### config.mk
export PLATFORM = sky130hd
export DESIGN_NAME = oc_line_repeater
export DESIGN_NICKNAME = d
export VERILOG_FILES = /design/src/rtl/oclr_pkg.sv /design/src/rtl/oclr_sync.sv /design/src/rtl/oclr_fall_det.sv /design/src/rtl/oclr_lane_fsm.sv /design/src/rtl/oclr_lane.sv /design/src/rtl/oc_line_repeater.sv
export SDC_FILE = /design/constraint.sdc
export NUM_CORES = 1
export LEC_CHECK = 0
export BUFFER_PORTS_ARGS = -buffer_cell sky130_fd_sc_hd__buf_2
export CORE_UTILIZATION = 40
export CTS_CLUSTER_DIAMETER = 50
export DETAILED_ROUTE_END_ITERATION = 10
export GPL_TIMING_DRIVEN = 0
export PLACE_DENSITY = 0.55
export SLEW_MARGIN = 10
export SYNTH_ARGS = -nofsm -noshare
export SYNTH_HDL_FRONTEND = slang
export SYNTH_SLANG_ARGS = --single-unit
### constraint.sdc
create_clock -name clk -period 3.77 [get_ports clk]
set_clock_uncertainty 0.1 [all_clocks]
set_input_delay 1.131 -clock clk [delete_from_list [all_inputs] [get_ports clk]]
set_output_delay 1.131 -clock clk [all_outputs]
set_load 0.01 [all_outputs]
### src/rtl/oclr_pkg.sv
// Package: shared types for the line repeater.
// Assumes: nothing beyond IEEE 1800-2017.
package oclr_pkg;
    typedef enum logic [2:0] {
        ST_IDLE    = 3'd0,
        ST_DELAY   = 3'd1,
        ST_DRIVE   = 3'd2,
        ST_PULLUP  = 3'd3,
        ST_RECOVER = 3'd4
    } lane_state_t;

    typedef enum logic {
        SIDE_HOST = 1'b0,
        SIDE_CARD = 1'b1
    } side_t;
endpackage

### src/rtl/oclr_sync.sv
// Module: oclr_sync
// Purpose: two-flop synchroniser for a vector of line samples.
// Assumes: an idle line reads high, so reset loads ones.
module oclr_sync #(
    parameter int WIDTH = 2
) (
    input  logic             clk,
    input  logic             rst_n,
    input  logic [WIDTH-1:0] d,
    output logic [WIDTH-1:0] q
);
    logic [WIDTH-1:0] stage1;

    // Two register stages; reset to the idle-high level.
    always_ff @(posedge clk) begin
        if (!rst_n) begin
            stage1 <= '1;
            q      <= '1;
        end else begin
            stage1 <= d;
            q      <= stage1;
        end
    end
endmodule

### src/rtl/oclr_fall_det.sv
// Module: oclr_fall_det
// Purpose: reports a high-to-low step on a synchronised line, gated by arm.
// Assumes: line_s is already synchronous; arm is high only while the lane idles.
module oclr_fall_det (
    input  logic clk,
    input  logic rst_n,
    input  logic line_s,
    input  logic arm,
    output logic fall
);
    logic prev;

    // Remember the previous level; idle-high after reset.
    always_ff @(posedge clk) begin
        if (!rst_n) prev <= 1'b1;
        else        prev <= line_s;
    end

    // A fall is reported only while armed (lockout otherwise).
    always_comb fall = arm & prev & ~line_s;
endmodule

### src/rtl/oclr_lane_fsm.sv
// Module: oclr_lane_fsm
// Purpose: master election, delayed slave drive, timed pull-up and recovery
//          for one lane.
// Assumes: EDGE_DLY >= 1 and PU_LEN >= 1; inputs are synchronised.
module oclr_lane_fsm
    import oclr_pkg::*;
#(
    parameter int EDGE_DLY = 2,
    parameter int PU_LEN   = 4
) (
    input  logic clk,
    input  logic rst_n,
    input  logic host_s,
    input  logic card_s,
    input  logic host_fall,
    input  logic card_fall,
    output logic armed,
    output logic host_drive_n,
    output logic card_drive_n,
    output logic host_pu_en,
    output logic card_pu_en
);
    localparam int MAXC = (EDGE_DLY > PU_LEN) ? EDGE_DLY : PU_LEN;
    localparam int CW   = (MAXC > 1) ? $clog2(MAXC) : 1;
    localparam logic [CW-1:0] DLY_LAST = CW'(EDGE_DLY - 1);
    localparam logic [CW-1:0] PU_LAST  = CW'(PU_LEN - 1);

    lane_state_t      state;
    side_t            master;
    logic [CW-1:0]    cnt;
    logic             master_s;

    // Level of the line currently acting as master.
    always_comb master_s = (master == SIDE_HOST) ? host_s : card_s;

    // Lane state sequencing with shared cycle counter.
    always_ff @(posedge clk) begin
        if (!rst_n) begin
            state  <= ST_IDLE;
            master <= SIDE_HOST;
            cnt    <= '0;
        end else begin
            case (state)
                ST_IDLE: begin
                    cnt <= '0;
                    if (host_fall) begin
                        master <= SIDE_HOST;
                        state  <= ST_DELAY;
                    end else if (card_fall) begin
                        master <= SIDE_CARD;
                        state  <= ST_DELAY;
                    end
                end
                ST_DELAY: begin
                    if (master_s) begin
                        state <= ST_RECOVER;
                        cnt   <= '0;
                    end else if (cnt == DLY_LAST) begin
                        state <= ST_DRIVE;
                        cnt   <= '0;
                    end else begin
                        cnt <= cnt + 1'b1;
                    end
                end
                ST_DRIVE: begin
                    if (master_s) begin
                        state <= ST_PULLUP;
                        cnt   <= '0;
                    end
                end
                ST_PULLUP: begin
                    if (cnt == PU_LAST) begin
                        state <= ST_RECOVER;
                        cnt   <= '0;
                    end else begin
                        cnt <= cnt + 1'b1;
                    end
                end
                ST_RECOVER: begin
                    if (host_s && card_s) state <= ST_IDLE;
                end
                default: state <= ST_IDLE;
            endcase
        end
    end

    // Decode slave-side enables from state and master.
    always_comb begin
        armed        = (state == ST_IDLE);
        host_drive_n = !((state == ST_DRIVE)  && (master == SIDE_CARD));
        card_drive_n = !((state == ST_DRIVE)  && (master == SIDE_HOST));
        host_pu_en   =   (state == ST_PULLUP) && (master == SIDE_CARD);
        card_pu_en   =   (state == ST_PULLUP) && (master == SIDE_HOST);
    end
endmodule

### src/rtl/oclr_lane.sv
// Module: oclr_lane
// Purpose: one complete lane: synchronisers, fall detectors, control FSM.
// Assumes: raw line levels may be asynchronous to clk.
module oclr_lane #(
    parameter int EDGE_DLY = 2,
    parameter int PU_LEN   = 4
) (
    input  logic clk,
    input  logic rst_n,
    input  logic host_raw,
    input  logic card_raw,
    output logic host_drive_n,
    output logic card_drive_n,
    output logic host_pu_en,
    output logic card_pu_en
);
    logic [1:0] lines_s;
    logic       host_fall;
    logic       card_fall;
    logic       armed;

    oclr_sync #(.WIDTH(2)) u_sync (
        .clk   (clk),
        .rst_n (rst_n),
        .d     ({card_raw, host_raw}),
        .q     (lines_s)
    );

    oclr_fall_det u_fall_host (
        .clk    (clk),
        .rst_n  (rst_n),
        .line_s (lines_s[0]),
        .arm    (armed),
        .fall   (host_fall)
    );

    oclr_fall_det u_fall_card (
        .clk    (clk),
        .rst_n  (rst_n),
        .line_s (lines_s[1]),
        .arm    (armed),
        .fall   (card_fall)
    );

    oclr_lane_fsm #(.EDGE_DLY(EDGE_DLY), .PU_LEN(PU_LEN)) u_fsm (
        .clk          (clk),
        .rst_n        (rst_n),
        .host_s       (lines_s[0]),
        .card_s       (lines_s[1]),
        .host_fall    (host_fall),
        .card_fall    (card_fall),
        .armed        (armed),
        .host_drive_n (host_drive_n),
        .card_drive_n (card_drive_n),
        .host_pu_en   (host_pu_en),
        .card_pu_en   (card_pu_en)
    );
endmodule

### src/rtl/oc_line_repeater.sv
// Module: oc_line_repeater
// Purpose: NLINES identical bidirectional open-drain line repeater lanes.
// Assumes: one system clock; lines idle high through external pull-ups.
module oc_line_repeater #(
    parameter int NLINES   = 3,
    parameter int EDGE_DLY = 2,
    parameter int PU_LEN   = 4
) (
    input  logic              clk,
    input  logic              rst_n,
    input  logic [NLINES-1:0] host_in,
    input  logic [NLINES-1:0] card_in,
    output logic [NLINES-1:0] host_drive_n,
    output logic [NLINES-1:0] card_drive_n,
    output logic [NLINES-1:0] host_pu_en,
    output logic [NLINES-1:0] card_pu_en
);
    // One lane per data line.
    for (genvar g = 0; g < NLINES; g++) begin : g_lane
        oclr_lane #(.EDGE_DLY(EDGE_DLY), .PU_LEN(PU_LEN)) u_lane (
            .clk          (clk),
            .rst_n        (rst_n),
            .host_raw     (host_in[g]),
            .card_raw     (card_in[g]),
            .host_drive_n (host_drive_n[g]),
            .card_drive_n (card_drive_n[g]),
            .host_pu_en   (host_pu_en[g]),
            .card_pu_en   (card_pu_en[g])
        );
    end
endmodule

==> implementation parameters <==
Parameter                              Value

Finish
  Final layout net count    241
  Antenna cell count    0
  Layout cell share with drive strength beyond 1    0.201
  Final Cell Area    2010 um^2
  Final-layout fill cell count    398
  Area grow syn2layout    14.5%

Floorplan
  Area of the core    4120 um^2
  Number of top-level design ports    20
  Starting Density    0.426
  Die height    68.2 um
  Die area    4650 um^2
  FP Rows    23
  Width of the die    68.2 um

STA
  Post-route minimum period    2.87 ns
  Tightest slew margin relative to the limit    0.615
  Share of the clock period used by the worst path after layout    0.762
  Setup repair after global routing missed its margin    false
  Post-layout worst setup margin    0.897 ns
  Final Max Tran Viols    0
  Slew at the pin with the worst max-slew slack    0.577 ns
  Final count of hold timing violations    0
  Peak clock frequency supported by timing    348 MHz
  Setup TNS Final    0 ns
  Setup-violating endpoint count in the final report    0

Power and ir drop
  Part of the power in registers    0.537
  Relative contribution of the clock network to total power    0.385
  Share of total power consumed by net switching    0.230
  Leakage power total    0.000769 uW
  Pwr per Cell Area    377 nW/um^2
  Design internal power    583 uW
  Combinational fraction of design power    0.079
  VDD IR max    0.222 mV
  Switching pwr    174 uW

Logic synthesis
  Ys async rst share    0
  Count of yosys warnings during synthesis    0
  Gate count after technology mapping    198
  Number of enable flip-flop cells after synthesis    0
  Fraction of synthesized cell area taken by the top area cell type    0.411
  Main flop type after synthesis    sky130_fd_sc_hd__dfxtp_1
  Combined area of all synthesized cells    1750 um^2
  #FFs+latches synth    36
  Synth top area cells    sky130_fd_sc_hd__dfxtp_1 (41%), sky130_fd_sc_hd__nand2b_1 (9.6%), sky130_fd_sc_hd__ha_1 (6.4%)
  Netlist cell types    36
  Leading area contributor after synthesis    sky130_fd_sc_hd__dfxtp_1
  Syn_nets    215
  Most common cell in the netlist    sky130_fd_sc_hd__dfxtp_1
  Synth cell count leaders    sky130_fd_sc_hd__dfxtp_1 (36), sky130_fd_sc_hd__nand2b_1 (27), sky130_fd_sc_hd__nand2_1 (16)
  Post-Synthesis Mean Instance Area    8.85 um^2
  Share of synthesized area occupied by flip-flops and latches    0.411

Critical path
  Critical Path Sink Type    output pin
  Crit-path slowest cell    sky130_fd_sc_hd__dfxtp_1
  Critical Path Most Common Cell    sky130_fd_sc_hd__nor2_1
  Maximum fanout encountered on the critical timing path    8
  Arrival time at the worst endpoint    1.64 ns
  Required @ worst endpoint    2.54 ns
  Crit-path cells    clkbuf_1, inv_1, nor2_1, nand2_1, nor2_1, buf_4, buf_2
  CP peak stage delay    0.30 ns
  Kind of start point of the critical path    flip-flop
  Length in cells of the worst reg-to-reg path    5
  Type of the setup path with the least slack    reg2out

Placed design
  DP Worst Slack    1.19 ns
  Count of input and output buffers    19
  Half-perimeter wire length of the detailed placement result    2.43 mm
  GP Congestion    0.890
  Post-Place Cell Area    1910 um^2

Clocking
  CTS Hold Bufs    0
  Post-CTS setup repair buffer count    0
  CTS tree    done
  Cts bufs inserted    5
  Post-cts sizing count    0
  H-tree depth    2
  Clock latency reported for the late side of the worst-skew pair    0.28 ns
  Sinks on the clock net    36
  Buffer type at the clock tree root    sky130_fd_sc_hd__clkbuf_8
  Clock transition at the registers of the reported paths    0.07 ns
  Clock Tree Buf Depth    2

Route
  Iteration count of the initial detailed-routing pass    4
  Remaining design rule violation count    0
  Average wire per cell in the routed design    12.2 um
  Iteration-0 DRC count of the detailed router    84
  Number of nets with antenna violations after routing    0
  DR vias/cell    5.08
  Final WL    3.34 mm
  Vias    1392

Run
  Max-capacitance violation count    0

Global routing
  Global-route wire length before repair    5.70 mm
  Initial antenna violation count    0
  Total Routing Usage GR    0.164
  GR Overflow Total    0
  Maximum number of pins on one net before global-route repair    11
  Via count of the first global-routing pass    1354

Hold path
  Cell depth of the worst min-delay path    1
  Hold/Removal Path Class    reg2reg

Outcome
  Outcome    complete, no violations
-- worst max-delay path, delay by kind of cell (launching register included) --
kind	cells	cell delay, ns
buf+inv	4	0.61
flops	1	0.30
simple gates	3	0.45
-- final cells by class --
| class | instances | area [um^2] | area share |
|---|---|---|---|
| flip-flops and latches | 36 | 721 | 0.359 |
| repair buffers | 19 | 95.1 | 0.0474 |
| clock buffers | 7 | 96.3 | 0.0480 |
| inverters | 9 | 33.8 | 0.0168 |
| plain buffers | 20 | 120 | 0.0599 |
| multi-input cells | 133 | 878 | 0.438 |
| well taps | 50 | 62.6 | 0.0312 |
-- logic make-up (layout without fill, tap and decap cells) --
logic type                 after synthesis  in the layout  synth area share
muxes                                    6              6            0.0393
buffers and inverters                   29             55            0.0878
AOI/OAI and AO/OA                       33             33             0.136
and+or+nand+nor                         85             85             0.262
DFF                                     36             36             0.411
adders and majority gates                9              9            0.0642
-- cells in the final DEF (no fill, tap or decap), types with 4 or more instances in the layout --
cell                       netlist  layout
sky130_fd_sc_hd__dfxtp_1        36      36
sky130_fd_sc_hd__nand2b_1       27      27
sky130_fd_sc_hd__buf_2           0      19
sky130_fd_sc_hd__nand2_1        16      16
sky130_fd_sc_hd__nor2_1         14      14
sky130_fd_sc_hd__buf_4          12      12
sky130_fd_sc_hd__inv_1           9       9
sky130_fd_sc_hd__ha_1            9       9
sky130_fd_sc_hd__clkbuf_1        8       8
sky130_fd_sc_hd__nor2b_1         8       8
sky130_fd_sc_hd__a21oi_1         8       8
sky130_fd_sc_hd__clkbuf_8        0       7
sky130_fd_sc_hd__a211oi_1        5       5
sky130_fd_sc_hd__nand3_1         4       4
sky130_fd_sc_hd__o32ai_1         4       4
-- per-stage QoR --
step                      power, uW   util  hold WS [ns]  cells
after CTS                       767  0.488         0.314    274
after global placement          473  0.464         0.289    267
after global routing            795  0.488         0.327    274
final                           757  0.488         0.306    274
after floorplan                 456      -         0.286    198
after detailed placement        474  0.464         0.296    267
-- worst paths after layout --
check	start	to	slack (ns)
max	g_lane[1].u_lane.u_fsm.state[0]	card_pu_en[1]	0.90
min reg2reg	g_lane[2].u_lane.u_sync.stage1[1]	g_lane[2].u_lane.u_sync.q[1]	0.31
min	g_lane[2].u_lane.u_sync.stage1[1]	g_lane[2].u_lane.u_sync.q[1]	0.31
max reg2reg	g_lane[0].u_lane.u_fsm.master	g_lane[0].u_lane.u_fsm.cnt[0]	2.09
-- flip-flops by register name, summed over array words and instances (netlist names) --
signal and flops:
g_lane.u_lane.u_fsm.state 9, g_lane.u_lane.u_sync.stage1 6, g_lane.u_lane.u_fall_host.prev 3, g_lane.u_lane.u_fall_card.prev 3, g_lane.u_lane.u_fsm.master 3, g_lane.u_lane.u_fsm.cnt 6
g_lane.u_lane.u_sync.q 6
-- power by group through the flow --
stage          registers (uW)  logic, uW  clock network, uW
3_3_place_gp              414       58.3                  0
6_report                  406       59.5                291
5_1_grt                   409       67.0                319
4_1_cts                   406       59.9                301
3_5_place_dp              415       59.6                  0
2_1_floorplan             412       44.8                  0
-- layer usage --
layer	routed length, um	global-route usage
met3	111	0.0500
met4	33	0.0651
met2	1630	0.287
met5	0	0
met1	1560	0.185
Note: power is estimated with default switching activity, not from simulation.
